==> config.mk <==
export PLATFORM = sky130hd
export DESIGN_NAME = amp_fe_ctrl
export DESIGN_NICKNAME = d
export VERILOG_FILES = /design/src/rtl/amp_fe_pkg.sv /design/src/rtl/amp_fe_bck_mon.sv /design/src/rtl/amp_fe_cfg_rx.sv /design/src/rtl/amp_fe_ws_watch.sv /design/src/rtl/amp_fe_frame_rx.sv /design/src/rtl/amp_fe_ctrl.sv
export SDC_FILE = /design/constraint.sdc
export NUM_CORES = 1
export LEC_CHECK = 0
export BUFFER_PORTS_ARGS = -buffer_cell sky130_fd_sc_hd__buf_2
export CORE_MARGIN = 2
export CORE_UTILIZATION = 50
export CTS_CLUSTER_SIZE = 24
export DETAILED_ROUTE_END_ITERATION = 6
export PLACE_DENSITY = 0.72
export SLEW_MARGIN = 20
export SYNTH_ARGS = -nofsm -noshare
export SYNTH_HDL_FRONTEND = slang
export SYNTH_SLANG_ARGS = --single-unit
==> constraint.sdc <==
create_clock -name clk -period 6.4 [get_ports clk]
set_clock_uncertainty 0.1 [all_clocks]
set_input_delay 0.96 -clock clk [delete_from_list [all_inputs] [get_ports clk]]
set_output_delay 0.96 -clock clk [all_outputs]
set_load 0.1 [all_outputs]
==> src/rtl/amp_fe_pkg.sv <==
`timescale 1ns/1ps
package amp_fe_pkg;

    typedef enum logic [1:0] {
        MODE_PDN  = 2'b00,
        MODE_MUTE = 2'b01,
        MODE_OPER = 2'b10
    } amp_mode_e;

    typedef enum logic [1:0] {
        CH_NONE  = 2'b00,
        CH_LEFT  = 2'b01,
        CH_RIGHT = 2'b10,
        CH_MONO  = 2'b11
    } chan_e;

    localparam logic [7:0] CMD_END     = 8'hAA;
    localparam logic [7:0] CMD_CLIP_ON = 8'hD2;
    localparam logic [7:0] CMD_GAIN_M3 = 8'hC0;
    localparam logic [7:0] CMD_GAIN_0  = 8'hC1;
    localparam logic [7:0] CMD_GAIN_P3 = 8'hC2;

    localparam logic [1:0] GAIN_M3 = 2'b00;
    localparam logic [1:0] GAIN_0  = 2'b01;
    localparam logic [1:0] GAIN_P3 = 2'b10;

    typedef struct packed {
        logic       clip_on;
        logic [1:0] gain;
        logic       done;
    } cfg_t;

    function automatic chan_e chan_from_ws(input logic left_on, input logic right_on);
        case ({right_on, left_on})
            2'b01:   return CH_LEFT;
            2'b10:   return CH_RIGHT;
            2'b11:   return CH_MONO;
            default: return CH_NONE;
        endcase
    endfunction

endpackage

==> src/rtl/amp_fe_bck_mon.sv <==
`timescale 1ns/1ps
module amp_fe_bck_mon #(
    parameter int PRESENT_EDGES = 8,
    parameter int LOSS_TIMEOUT  = 256
) (
    input  logic clk,
    input  logic rst,
    input  logic bck_s,
    output logic bck_rise,
    output logic bck_active
);
    localparam int EW = $clog2(PRESENT_EDGES + 1);
    localparam int IW = $clog2(LOSS_TIMEOUT + 1);

    logic          bck_d;
    logic [EW-1:0] edge_cnt;
    logic [IW-1:0] idle_cnt;

    assign bck_rise = bck_s & ~bck_d;

    always_ff @(posedge clk) begin
        if (rst) begin
            bck_d      <= 1'b0;
            edge_cnt   <= '0;
            idle_cnt   <= '0;
            bck_active <= 1'b0;
        end else begin
            bck_d <= bck_s;
            if (bck_rise) begin
                idle_cnt <= '0;
                if (!bck_active) begin
                    if (edge_cnt == EW'(PRESENT_EDGES - 1)) begin
                        bck_active <= 1'b1;
                        edge_cnt   <= '0;
                    end else begin
                        edge_cnt <= edge_cnt + 1'b1;
                    end
                end
            end else if (idle_cnt == IW'(LOSS_TIMEOUT - 1)) begin
                bck_active <= 1'b0;
                edge_cnt   <= '0;
            end else begin
                idle_cnt <= idle_cnt + 1'b1;
            end
        end
    end
endmodule

==> src/rtl/amp_fe_cfg_rx.sv <==
`timescale 1ns/1ps
module amp_fe_cfg_rx
    import amp_fe_pkg::*;
#(
    parameter int STARTUP_BITS = 12288
) (
    input  logic clk,
    input  logic rst,
    input  logic bit_stb,
    input  logic sd,
    output cfg_t cfg
);
    localparam int WW = $clog2(STARTUP_BITS + 1);

    logic [WW-1:0] win_cnt;
    logic [6:0]    byte_sh;
    logic [2:0]    bit_idx;
    logic [7:0]    byte_v;
    logic          byte_end;

    assign byte_v   = {byte_sh, sd};
    assign byte_end = (bit_idx == 3'd7);

    always_ff @(posedge clk) begin
        if (rst) begin
            win_cnt     <= '0;
            byte_sh     <= '0;
            bit_idx     <= '0;
            cfg.clip_on <= 1'b0;
            cfg.gain    <= GAIN_0;
            cfg.done    <= 1'b0;
        end else if (bit_stb && !cfg.done) begin
            byte_sh <= {byte_sh[5:0], sd};
            bit_idx <= bit_idx + 1'b1;
            win_cnt <= win_cnt + 1'b1;
            if (byte_end) begin
                case (byte_v)
                    CMD_CLIP_ON: cfg.clip_on <= 1'b1;
                    CMD_GAIN_M3: cfg.gain    <= GAIN_M3;
                    CMD_GAIN_0:  cfg.gain    <= GAIN_0;
                    CMD_GAIN_P3: cfg.gain    <= GAIN_P3;
                    default:     ;
                endcase
            end
            if ((win_cnt == WW'(STARTUP_BITS - 1)) || (byte_end && byte_v == CMD_END))
                cfg.done <= 1'b1;
        end
    end
endmodule

==> src/rtl/amp_fe_ws_watch.sv <==
`timescale 1ns/1ps
module amp_fe_ws_watch #(
    parameter int LOSS_BITS = 64
) (
    input  logic clk,
    input  logic rst,
    input  logic enable,
    input  logic bit_stb,
    input  logic ws,
    output logic ws_on
);
    localparam int CW = $clog2(LOSS_BITS + 1);

    logic          ws_prev;
    logic [CW-1:0] quiet_cnt;

    always_ff @(posedge clk) begin
        if (rst) begin
            ws_prev   <= 1'b0;
            quiet_cnt <= '0;
            ws_on     <= 1'b0;
        end else if (!enable) begin
            ws_prev   <= ws;
            quiet_cnt <= '0;
            ws_on     <= 1'b0;
        end else if (bit_stb) begin
            ws_prev <= ws;
            if (ws != ws_prev) begin
                ws_on     <= 1'b1;
                quiet_cnt <= '0;
            end else if (ws_on) begin
                if (quiet_cnt == CW'(LOSS_BITS - 1)) begin
                    ws_on     <= 1'b0;
                    quiet_cnt <= '0;
                end else begin
                    quiet_cnt <= quiet_cnt + 1'b1;
                end
            end
        end
    end
endmodule

==> src/rtl/amp_fe_frame_rx.sv <==
`timescale 1ns/1ps
module amp_fe_frame_rx #(
    parameter int DW = 16
) (
    input  logic          clk,
    input  logic          rst,
    input  logic          enable,
    input  logic          bit_stb,
    input  logic          ws,
    input  logic          sd,
    output logic          frame_done,
    output logic [DW-1:0] left_word,
    output logic [DW-1:0] right_word
);
    localparam int CW = $clog2(DW) + 1;
    localparam logic [CW-1:0] CNT_MAX  = '1;
    localparam logic [CW-1:0] CNT_FULL = CW'(DW - 1);

    logic          ws_prev;
    logic [CW-1:0] bit_cnt;
    logic [DW-2:0] shreg;
    logic          left_ok;
    logic [DW-1:0] word_v;

    assign word_v = {shreg, sd};

    always_ff @(posedge clk) begin
        if (rst) begin
            ws_prev    <= 1'b0;
            bit_cnt    <= CNT_MAX;
            shreg      <= '0;
            left_ok    <= 1'b0;
            frame_done <= 1'b0;
            left_word  <= '0;
            right_word <= '0;
        end else if (!enable) begin
            ws_prev    <= ws;
            bit_cnt    <= CNT_MAX;
            left_ok    <= 1'b0;
            frame_done <= 1'b0;
        end else begin
            frame_done <= 1'b0;
            if (bit_stb) begin
                ws_prev <= ws;
                shreg   <= {shreg[DW-3:0], sd};
                if (ws != ws_prev) begin
                    bit_cnt <= '0;
                    if (bit_cnt != CNT_FULL) begin
                        left_ok <= 1'b0;
                    end else if (!ws_prev) begin
                        left_word <= word_v;
                        left_ok   <= 1'b1;
                    end else begin
                        left_ok <= 1'b0;
                        if (left_ok) begin
                            right_word <= word_v;
                            frame_done <= 1'b1;
                        end
                    end
                end else if (bit_cnt != CNT_MAX) begin
                    bit_cnt <= bit_cnt + 1'b1;
                end
            end
        end
    end
endmodule

==> src/rtl/amp_fe_ctrl.sv <==
`timescale 1ns/1ps
module amp_fe_ctrl
    import amp_fe_pkg::*;
#(
    parameter int DW            = 16,
    parameter int STARTUP_BITS  = 12288,
    parameter int LOSS_TIMEOUT  = 256,
    parameter int PRESENT_EDGES = 8,
    parameter int WS_LOSS_BITS  = 64
) (
    input  logic          clk,
    input  logic          rst,
    input  logic          bck_in,
    input  logic          wsl_in,
    input  logic          wsr_in,
    input  logic          sdata_in,
    output logic [1:0]    mode,
    output logic [DW-1:0] sample_out,
    output logic          sample_valid,
    output logic          clip_en,
    output logic [1:0]    gain_sel,
    output logic          cfg_done
);
    localparam int NWS = 2;

    logic [3:0] sync1, sync2;
    logic       bck_s, wsl_s, wsr_s, sd_s;

    always_ff @(posedge clk) begin
        if (rst) begin
            sync1 <= '0;
            sync2 <= '0;
        end else begin
            sync1 <= {bck_in, wsl_in, wsr_in, sdata_in};
            sync2 <= sync1;
        end
    end
    assign {bck_s, wsl_s, wsr_s, sd_s} = sync2;

    logic bck_rise, bck_active;

    amp_fe_bck_mon #(
        .PRESENT_EDGES (PRESENT_EDGES),
        .LOSS_TIMEOUT  (LOSS_TIMEOUT)
    ) i_bck_mon (
        .clk        (clk),
        .rst        (rst),
        .bck_s      (bck_s),
        .bck_rise   (bck_rise),
        .bck_active (bck_active)
    );

    cfg_t cfg;

    amp_fe_cfg_rx #(
        .STARTUP_BITS (STARTUP_BITS)
    ) i_cfg_rx (
        .clk     (clk),
        .rst     (rst),
        .bit_stb (bck_rise),
        .sd      (sd_s),
        .cfg     (cfg)
    );

    logic           ws_en;
    logic [NWS-1:0] ws_lines, ws_on;

    assign ws_en    = bck_active & cfg.done;
    assign ws_lines = {wsr_s, wsl_s};

    for (genvar g = 0; g < NWS; g++) begin : g_ws
        amp_fe_ws_watch #(
            .LOSS_BITS (WS_LOSS_BITS)
        ) i_ws_watch (
            .clk     (clk),
            .rst     (rst),
            .enable  (ws_en),
            .bit_stb (bck_rise),
            .ws      (ws_lines[g]),
            .ws_on   (ws_on[g])
        );
    end

    chan_e chan;
    assign chan = chan_from_ws(ws_on[0], ws_on[1]);

    logic          frame_done;
    logic [DW-1:0] left_word, right_word;
    logic          frame_en, ws_sel;

    assign frame_en = ws_en && (chan != CH_NONE);
    assign ws_sel   = (chan == CH_RIGHT) ? wsr_s : wsl_s;

    amp_fe_frame_rx #(
        .DW (DW)
    ) i_frame_rx (
        .clk        (clk),
        .rst        (rst),
        .enable     (frame_en),
        .bit_stb    (bck_rise),
        .ws         (ws_sel),
        .sd         (sd_s),
        .frame_done (frame_done),
        .left_word  (left_word),
        .right_word (right_word)
    );

    amp_mode_e mode_d, mode_q;

    always_comb begin
        if (!bck_active)
            mode_d = MODE_PDN;
        else if (cfg.done && chan != CH_NONE)
            mode_d = MODE_OPER;
        else
            mode_d = MODE_MUTE;
    end

    logic [DW:0]   mix_sum;
    logic [DW-1:0] pick;

    assign mix_sum = {left_word[DW-1], left_word} + {right_word[DW-1], right_word};

    always_comb begin
        case (chan)
            CH_LEFT:  pick = left_word;
            CH_RIGHT: pick = right_word;
            CH_MONO:  pick = mix_sum[DW:1];
            default:  pick = '0;
        endcase
    end

    always_ff @(posedge clk) begin
        if (rst) begin
            mode_q       <= MODE_PDN;
            sample_out   <= '0;
            sample_valid <= 1'b0;
        end else begin
            mode_q <= mode_d;
            if (mode_q != MODE_OPER) begin
                sample_out   <= '0;
                sample_valid <= 1'b0;
            end else if (frame_done) begin
                sample_out   <= pick;
                sample_valid <= 1'b1;
            end else begin
                sample_valid <= 1'b0;
            end
        end
    end

    assign mode     = mode_q;
    assign clip_en  = cfg.clip_on;
    assign gain_sel = cfg.gain;
    assign cfg_done = cfg.done;
endmodule

==> results of run 1 <==
[cell usage in the layout, fill, tap and decap left out, types with 3 or more instances in the layout]
| cell | n |
|---|---|
| xnor2_1 | 18 |
| clkinv_2 | 3 |
| xor2_1 | 16 |
| a31oi_1 | 6 |
| a21oi_2 | 10 |
| nor3_1 | 19 |
| o21ai_0 | 40 |
| nor2_2 | 3 |
| a222oi_1 | 3 |
| nor3b_1 | 4 |
| a21oi_1 | 98 |
| or4_1 | 3 |
| nand2b_1 | 5 |
| nand3_1 | 21 |
| nand2_1 | 153 |
| inv_1 | 16 |
| nor2b_1 | 17 |
| a221oi_1 | 10 |
| o211ai_1 | 5 |
| and2_1 | 3 |
| nand4_1 | 9 |
| ha_1 | 26 |
| dfxtp_1 | 143 |
| nand2_2 | 11 |
| clkbuf_8 | 4 |
| and3_1 | 6 |
| clkbuf_16 | 17 |
| buf_4 | 5 |
| or3_1 | 10 |
| nor2_1 | 82 |
| buf_2 | 27 |
[where the power goes]
| group | leakage (nW) | total (mW) | internal [mW] | switching, mW |
|---|---|---|---|---|
| logic | 1.29 | 0.0349 | 0.0107 | 0.0242 |
| clock network | 0.267 | 0.919 | 0.567 | 0.352 |
| registers | 1.15 | 0.902 | 0.897 | 0.00512 |
[logic make-up (layout without fill, tap and decap cells)]
group / after synthesis / after routing
AO/OA/AOI/OAI: 195 / 195
XOR/XNOR: 34 / 34
adder cells (fa/ha/maj): 27 / 27
buffers and inverters: 62 / 78
flip-flops: 143 / 143
multiplexers: 6 / 6
AND/OR/NAND/NOR: 358 / 358
[metrics by stage]
step,setup WS [ns],utilization [%],instances
after floorplan,3.75,-,825
after global placement,3.31,52.1,988
after detailed placement,3.22,52.1,988
after CTS,3.21,56.2,1017
after global routing,3.00,56.2,1017
final,3.19,56.2,1017
[registers in the layout, summed over array words and instances, names as in the netlist, 2 cells and up]
| name | cells |
|---|---|
| i_frame_rx.left_word | 16 |
| i_frame_rx.right_word | 16 |
| sample_out | 16 |
| i_frame_rx.shreg | 15 |
| g_ws.i_ws_watch.quiet_cnt | 14 |
| i_cfg_rx.win_cnt | 14 |
| i_bck_mon.idle_cnt | 9 |
| i_cfg_rx.byte_sh | 7 |
| i_frame_rx.bit_cnt | 5 |
| i_bck_mon.edge_cnt | 4 |
| i_cfg_rx.cfg | 4 |
| sync1 | 4 |
| sync2 | 4 |
| i_cfg_rx.bit_idx | 3 |
| g_ws.i_ws_watch.ws_on | 2 |
| g_ws.i_ws_watch.ws_prev | 2 |
| mode | 2 |
[how the worst max path moves through the flow]
stage	from	endpoint	slack, ns	cells after the start
after floorplan	i_cfg_rx.cfg[0]	i_frame_rx.left_word[10]	3.75	8
after global placement	g_ws[0].i_ws_watch.ws_on	i_frame_rx.left_word[0]	3.31	6
after detailed placement	g_ws[0].i_ws_watch.ws_on	i_frame_rx.left_word[4]	3.22	6
after CTS	g_ws[0].i_ws_watch.ws_on	i_frame_rx.left_word[4]	3.21	6
after global routing	g_ws[0].i_ws_watch.ws_on	i_frame_rx.right_word[2]	3.00	6
final	g_ws[0].i_ws_watch.ws_on	i_frame_rx.left_word[4]	3.19	6
[area by class of cell]
type | instances | area share (%)
clock buffer | 23 | 6.61
sequential | 143 | 38.8
inverter | 17 | 0.864
timing repair buffer | 32 | 2.34
clock inverter | 6 | 0.813
multi-input combinational | 620 | 47.6
tap | 176 | 2.98
[worst reg2reg max path, stage by stage (launching register included)]
cell,delay (ns)
dfxtp_1,0.55
nor2b_1,1.00
mux2_1,0.41
nand2_1,0.15
or3_1,0.61
nand2_1,0.13
a21oi_1,0.18
[cells in the mapped netlist, types with 3 or more instances]
| library cell | n |
|---|---|
| o21ai_0 | 40 |
| a31oi_1 | 6 |
| xnor2_1 | 18 |
| and2_1 | 3 |
| nand3_1 | 21 |
| nand2b_1 | 5 |
| nand4_1 | 9 |
| a221oi_1 | 10 |
| or3_1 | 10 |
| nor2b_1 | 17 |
| nor2_1 | 82 |
| o211ai_1 | 5 |
| dfxtp_1 | 143 |
| nand2_2 | 11 |
| a21oi_2 | 10 |
| nand2_1 | 153 |
| a21oi_1 | 98 |
| or4_1 | 3 |
| a222oi_1 | 3 |
| nor3_1 | 19 |
| clkbuf_1 | 29 |
| buf_6 | 3 |
| and3_1 | 6 |
| xor2_1 | 16 |
| inv_1 | 16 |
| nor3b_1 | 4 |
| nor2_2 | 3 |
| buf_1 | 6 |
| ha_1 | 26 |
| buf_2 | 6 |
[metal layers]
metal  GRT usage (%)  share of wire [%]  vias up
met1            29.1                 52     2574
met5               0                  0        -
met4            5.44                1.2        0
met3            4.69                4.2       18
met2            30.1                 43      106
li1                -                  -     2850
==> flow_summary.toml, run 1 <==
[outcome]
outcome = "completed"

[timing]
slew_viol_final = 0
fmax_mhz = 311
rsz0062_at_grt = "false"
finalCriticalPeriod_ns = 3.21
tns_ns = 0
hold_viol = 0
min_period_over_period_pct = 50.2
setup_viol = 0
relSlewSlack_pct = 23.2
worst_pin_slew_ns = 1.15
timing.hold.ws_ns = 0.335

[global_routing]
grt_pass1_vias = 4959
grt_overflow = 0
grt_usage_pct = 20.1
grt_pass1_wl_um = 23600
grt_max_degree = 98
grt_antenna_before_repair = 0

[finish]
area_growth_pct = 11.1
fin_nets = 864
seqCellArea_mm2 = 0.00286
multi_input_area_mm2 = 0.00352
final_cell_area_mm2 = 0.00739
fill_cells = 1237
drive_above_1_share_pct = 10.8
antenna_cells = 0

[worst_setup_path]
path_class = "flip-flop to flip-flop"
crit_path_start_kind = "flip-flop"
worstReg2RegStart = "g_ws[0].i_ws_watch.ws_on"
path_buf_inv = 0
worst_path_largest_cell_delay_ns = 0.99
critPathMostFrequentCell = "nand2_1"
reg2reg_to = "i_frame_rx.left_word[4]"
reg2reg_depth = 6
critPathMaxFanout = 21
slowest_stage = "nor2b_1"
critical_path_required_ns = 6.63
setup.worst_path.end_class = "flip-flop"
crit_chain = "nor2b_1 -> mux2_1 -> nand2_1 -> or3_1 -> nand2_1 -> a21oi_1"
rrSetupSlack_ns = 3.19
arrival_ns = 3.44
critPathTopFamily = "simple AND/OR/NAND/NOR gates"

[synth]
ys_warn_count = 0
yosysSeqAreaShare_pct = 43.1
syn-cell-area_mm2 = 0.00665
synth_compound_area_share_pct = 17.5
synthSimpleGateAreaFrac_pct = 24.6
synthXorXnorAreaFrac_pct = 4.48
yosysTopAreaCell = "dfxtp_1"
synth.avg_cell_area_um2 = 8.06
synth_edf_count = 0
muxShareOfSynthArea_pct = 1.15
synth_top_family_by_area = "simple AND/OR/NAND/NOR gates"
yosysUniqueCellTypes = 65
synth_cells = 825
yosys_register_bits = 143
synth.top_cells.by_area = "dfxtp_1 (43%), nand2_1 (8.6%), a21oi_1 (7.4%)"
yosys.area_share.adder_pct = 5.19
synth_nets = 858
ys.flop_type = "dfxtp_1"
synth_top_area_share_pct = 43.1
ys_async_sr_fraction_pct = 0

[route]
firstDrtPassIters = 6
ant_nets = 0
drc = 0
drt_iter0_drc = 558
wire_per_inst_um = 13.4
via_per_inst = 5.46
routed_wirelength_um = 13700
vias = 5548

[clocking]
cts_resized = 0
post_cts_buffers = 0
root_buffer = "clkbuf_16"
cts_sinks = 143
cts_tree = "done"
clk_latency_ns = 0.41
cts_buffers = 17
cts_hold_buf = 0
cts-htree-levels = 4
path_clk_slew_ns = 0.06
cts.path.max_buffers = 2

[run]
cap_violations = 0

[power]
power.density_mw_per_mm2 = 251
leakage_nw = 2.71
finalPower_mw = 1.86
ir_worst_vdd_mv = 0.170

[worst_hold_path]
min_path_cells = 1
hp-class = "flip-flop to flip-flop"
hold_start = "sync1[3]"
whs_endpoint = "sync2[3]"

[place]
port_buffers = 28
place_congestion = 0.833
placed_cell_area_mm2 = 0.00684
hpwl_um = 9240

[floorplan]
ioPinCount = 29
initial_core_util_pct = 50.6
rows = 42
core_mm2 = 0.0131
die_h_um = 119
die-area_mm2 = 0.0142
die-width_um = 119
Note: power is estimated with default switching activity, not from simulation.
==> run 2: changes to the inputs <==
==> constraint.sdc (replaced) <==
create_clock -name clk -period 3.1 [get_ports clk]
set_clock_uncertainty 0.1 [all_clocks]
set_input_delay 0.465 -clock clk [delete_from_list [all_inputs] [get_ports clk]]
set_output_delay 0.465 -clock clk [all_outputs]
set_load 0.1 [all_outputs]
==> flow_summary.toml, run 2 (synthesized netlist as in run 1, its figures left out) <==
[worst_setup_path]
worst-path-stages = 6
crit_chain = "nor2_1 -> or3_1 -> buf_4 -> or3_1 -> nand2_1 -> a21oi_1"
setup.worst_path.end_class = "flip-flop"
worstReg2RegStart = "g_ws[0].i_ws_watch.ws_on"
rrSetupSlack_ns = 0.70
reg2reg_to = "i_frame_rx.left_word[5]"
critPathTopFamily = "simple AND/OR/NAND/NOR gates"
path_class = "flip-flop to flip-flop"
slowest_stage = "or3_1"
arrival_ns = 2.56
critical_path_required_ns = 3.26
crit_path_start_kind = "flip-flop"
reg2reg_depth = 6
critPathMostFrequentCell = "or3_1"
worst_path_largest_cell_delay_ns = 0.64
path_buf_inv = 1
critPathMaxFanout = 19

[global_routing]
grt_usage_pct = 20.2
grt_pass1_vias = 5131
grt_antenna_before_repair = 0
grt_max_degree = 93
grt_pass1_wl_um = 23700
grt_overflow = 0

[clocking]
cts_sinks = 143
root_buffer = "clkbuf_16"
post_cts_buffers = 0
cts-htree-levels = 4
cts_buffers = 17
path_clk_slew_ns = 0.05
cts_hold_buf = 0
clk_latency_ns = 0.42
cts.path.max_buffers = 2
cts_tree = "done"
cts_resized = 0

[timing]
relSlewSlack_pct = 35.3
slew_viol_final = 0
finalCriticalPeriod_ns = 2.40
setup_viol = 0
min_period_over_period_pct = 77.3
hold_viol = 0
worst_pin_slew_ns = 0.971
fmax_mhz = 417
rsz0062_at_grt = "false"
tns_ns = 0

[floorplan]
ioPinCount = 29
die-area_mm2 = 0.0142
initial_core_util_pct = 50.6
die-width_um = 119
core_mm2 = 0.0131
die_h_um = 119
rows = 42

[finish]
final_cell_area_mm2 = 0.00747
layout_commonest_cell = "nand2_1"
largest_registers = "i_frame_rx.left_word (16), i_frame_rx.right_word (16), sample_out (16)"
antenna_cells = 0
fin_nets = 873
drive_above_1_share_pct = 11.7
area_growth_pct = 12.4
final_cell_mix = "nand2_1 (153), dfxtp_1 (143), a21oi_1 (98)"

[route]
ant_nets = 0
via_per_inst = 5.41
wire_per_inst_um = 13.2
drc = 0
firstDrtPassIters = 5
drt_iter0_drc = 416
vias = 5562
routed_wirelength_um = 13600

[place]
hpwl_um = 9300
port_buffers = 28
place_congestion = 0.813
placed_cell_area_mm2 = 0.00691

[power]
ir_worst_vdd_mv = 0.406
leakage_nw = 2.77
power.density_mw_per_mm2 = 520

[worst_hold_path]
hp-class = "input pin to flip-flop"
hold_start = "bck_in"
whs_endpoint = "sync1[3]"
min_path_cells = 2

[run]
cap_violations = 0

[outcome]
outcome = "completed"
## run 2: routing by layer
layer,part of all wire (%),global-route usage [%],vias up
li1,-,-,2882
met1,50,28.2,2559
met2,44,31.4,101
met3,3.8,3.88,20
met4,1.5,7.21,0
met5,0,0,-
## run 2: worst max path at each step
stage	from	end
6_report	g_ws[0].i_ws_watch.ws_on	i_frame_rx.left_word[5]
5_1_grt	g_ws[0].i_ws_watch.ws_on	i_frame_rx.left_word[5]
4_1_cts	g_ws[0].i_ws_watch.ws_on	i_frame_rx.left_word[5]
3_5_place_dp	g_ws[0].i_ws_watch.ws_on	i_frame_rx.left_word[5]
3_3_place_gp	g_ws[0].i_ws_watch.ws_on	i_frame_rx.left_word[5]
2_1_floorplan	i_cfg_rx.cfg[0]	i_frame_rx.left_word[10]
## run 2: worst register-to-register path, cell delays in order (launching register included)
cell     delay, ns
dfxtp_1       0.47
nor2_1        0.19
or3_1         0.37
buf_4         0.21
or3_1         0.64
nand2_1       0.19
a21oi_1       0.07
## run 2: power breakdown
part	switching (mW)	leakage (nW)	internal (mW)
clock	0.714	0.284	1.24
combinational	0.0502	1.34	0.0234
sequential	0.0108	1.15	1.85
## run 2: metrics by stage
stage          hold WS (ns)  utilization (%)  instances  setup WS, ns  power, mW
2_1_floorplan         0.314                -        825         0.451       1.96
3_3_place_gp          0.317             52.6        997         0.744       1.97
3_5_place_dp          0.328             52.6        997         0.704       1.98
4_1_cts               0.142             56.9       1028         0.703       3.92
5_1_grt               0.167             56.9       1028         0.513       4.02
6_report              0.156             56.9       1028         0.703       3.89
## run 2: final cells by class
class,instances,area (µm²)
Clock buffer,24,482
Clock inverter,7,85.1
Fill cell,1237,5660
Inverter,17,63.8
Multi-Input combinational cell,620,3520
Sequential cell,143,2860
Tap cell,176,220
Timing Repair Buffer,41,240
==> run 3: changes to the inputs <==
--- a/config.mk
+++ b/config.mk
@@ -5,6 +5,7 @@
 export SDC_FILE = /design/constraint.sdc
 export NUM_CORES = 1
 export LEC_CHECK = 0
+export ABC_AREA = 1
 export BUFFER_PORTS_ARGS = -buffer_cell sky130_fd_sc_hd__buf_2
 export CORE_MARGIN = 2
 export CORE_UTILIZATION = 50
==> constraint.sdc (replaced) <==
create_clock -name clk -period 2.3 [get_ports clk]
set_clock_uncertainty 0.1 [all_clocks]
set_input_delay 0.345 -clock clk [delete_from_list [all_inputs] [get_ports clk]]
set_output_delay 0.345 -clock clk [all_outputs]
set_load 0.1 [all_outputs]
==> flow_summary.toml, run 3 <==
[outcome]
outcome = "completed"

[synth]
synth_common_cells = "nand2_1 (229), inv_1 (151), dfxtp_1 (143)"
synth_edf_count = 0
synth_cells = 979
ys.flop_type = "dfxtp_1"
synth.most_common_cell = "nand2_1"
yosysUniqueCellTypes = 47
synth_top_area_share_pct = 40.9
ys_async_sr_fraction_pct = 0
syn-cell-area_mm2 = 0.00701
yosys_register_bits = 143
yosysTopAreaCell = "dfxtp_1"
synth.top_cells.by_area = "dfxtp_1 (41%), nand2_1 (12%), inv_1 (8.1%)"
synth.avg_cell_area_um2 = 7.16
yosysSeqAreaShare_pct = 40.9
ys_warn_count = 0
synth_nets = 1012

[finish]
postLayoutCoreUtil_pct = 57.7
final_cell_mix = "nand2_1 (229), inv_1 (151), dfxtp_1 (143)"
fill_cells = 1326
layout_commonest_cell = "nand2_1"
area_growth_pct = 13.4
largest_registers = "i_frame_rx.left_word (16), i_frame_rx.right_word (16), sample_out (16)"
antenna_cells = 0
drive_above_1_share_pct = 12.0
seqCellArea_mm2 = 0.00286
fin_nets = 1042
multi_input_area_mm2 = 0.00341

[worst_hold_path]
hold_start = "wsr_in"
hp-class = "input pin to flip-flop"

[route]
drt_iter0_drc = 310
ant_nets = 0
routed_wirelength_um = 14200
firstDrtPassIters = 4
drc = 0
wire_per_inst_um = 11.8
via_per_inst = 5.06
vias = 6083

[clocking]
path_clk_slew_ns = 0.06
clk_latency_ns = 0.42
cts_resized = 0
cts_sinks = 143
root_buffer = "clkbuf_16"
cts-htree-levels = 4
cts_buffers = 17
cts.path.max_buffers = 2
cts_hold_buf = 0
post_cts_buffers = 0
cts_tree = "done"

[timing]
finalCriticalPeriod_ns = 2.08
setup_viol = 0
slew_viol_final = 0
tns_ns = 0
hold_viol = 0
rsz0062_at_grt = "false"
fmax_mhz = 482
worst_pin_slew_ns = 0.505
min_period_over_period_pct = 90.3
relSlewSlack_pct = 66.5
timing.hold.ws_ns = 0.0204

[worst_setup_path]
setup.worst_path.end_class = "flip-flop"
worstReg2RegStart = "i_bck_mon.idle_cnt[0]"
startpoint = "i_bck_mon.idle_cnt[0]"
crit_end = "i_bck_mon.idle_cnt[7]"
reg2reg_depth = 13
arrival_ns = 2.29
path_class = "flip-flop to flip-flop"
critical_path_required_ns = 2.51
critPathMaxFanout = 6
crit_path_start_kind = "flip-flop"
reg2reg_to = "i_bck_mon.idle_cnt[7]"
rrSetupSlack_ns = 0.22

[global_routing]
grt_antenna_before_repair = 0
grt_max_degree = 50
grt_pass1_wl_um = 24200
grt_pass1_vias = 5379
grt_usage_pct = 20.0
grt_overflow = 0

[floorplan]
core_mm2 = 0.0138
die-width_um = 122
rows = 43
die_h_um = 122
ioPinCount = 29
die-area_mm2 = 0.0150
initial_core_util_pct = 50.9

[place]
hpwl_um = 10100
port_buffers = 28
place_congestion = 0.924

[run]
cap_violations = 0

[power]
leakage_nw = 3.40
power.density_mw_per_mm2 = 673
finalPower_mw = 5.35
ir_worst_vdd_mv = 0.538
[run 3: critical path, cell delays in order, from the launching register on]
cell and delay, ns:
dfxtp_1 0.32, ha_1 0.21, nand2_1 0.10, nor3_2 0.05, inv_1 0.06, nor2_1 0.04, ha_1 0.21, buf_4 0.16
nor2_1 0.13, nand3_1 0.11, nor2_1 0.13, nand3_1 0.11, xor2_1 0.17, nor2_1 0.05
[run 3: where the power goes]
part	switching, mW	total, mW	internal, mW
registers	0.0150	2.51	2.50
logic	0.0816	0.118	0.0366
clock network	1.07	2.72	1.65
total	1.16	5.35	4.19
[run 3: layout make-up]
| type | count | share of cell area (%) |
|---|---|---|
| flip-flops and latches | 143 | 36.0 |
| clock inverters | 13 | 1.73 |
| clock buffers | 19 | 5.70 |
| inverters | 158 | 7.48 |
| well taps | 180 | 2.83 |
| multi-input cells | 646 | 42.9 |
| repair buffers | 43 | 3.34 |
[run 3: per-stage QoR]
step | setup slack, ns | area [µm²] | cells
final | 0.223 | 7950 | 1202
after global routing | 0.0619 | 7950 | 1202
after CTS | 0.180 | 7940 | 1202
after detailed placement | 0.211 | 7350 | 1170
after global placement | 0.311 | 7350 | 1170
after floorplan | 0.140 | 7010 | 979
[run 3: how the worst min path moves through the flow]
stage               end  slack, ns  depth (start not counted)
5_1_grt        sync1[0]       0.03                          3
2_1_floorplan  sync2[0]       0.29                          2
6_report       sync1[1]       0.02                          3
4_1_cts        sync1[1]      0.006                          3
3_5_place_dp   sync2[0]       0.31                          2
3_3_place_gp   sync2[3]       0.30                          2
[run 3: routing by layer]
| metal | up-vias | GRT usage [%] | share of wire, % |
|---|---|---|---|
| li1 | 3237 | - | - |
| met2 | 120 | 31.1 | 44 |
| met4 | 0 | 7.40 | 1.5 |
| met1 | 2708 | 27.4 | 51 |
| met3 | 18 | 4.18 | 3.9 |
| met5 | - | 0 | 0 |
[run 3: cells by family (layout without fill, tap and decap cells)]
| logic type | Yosys count | in the layout | synth area share [%] |
|---|---|---|---|
| AND/OR/NAND/NOR | 408 | 408 | 24.9 |
| AO/OA/AOI/OAI | 202 | 202 | 17.6 |
| buffers and inverters | 190 | 233 | 10.5 |
| flip-flops | 143 | 143 | 40.9 |
| adder cells (fa/ha/maj) | 27 | 27 | 4.93 |
| XOR/XNOR | 9 | 9 | 1.13 |
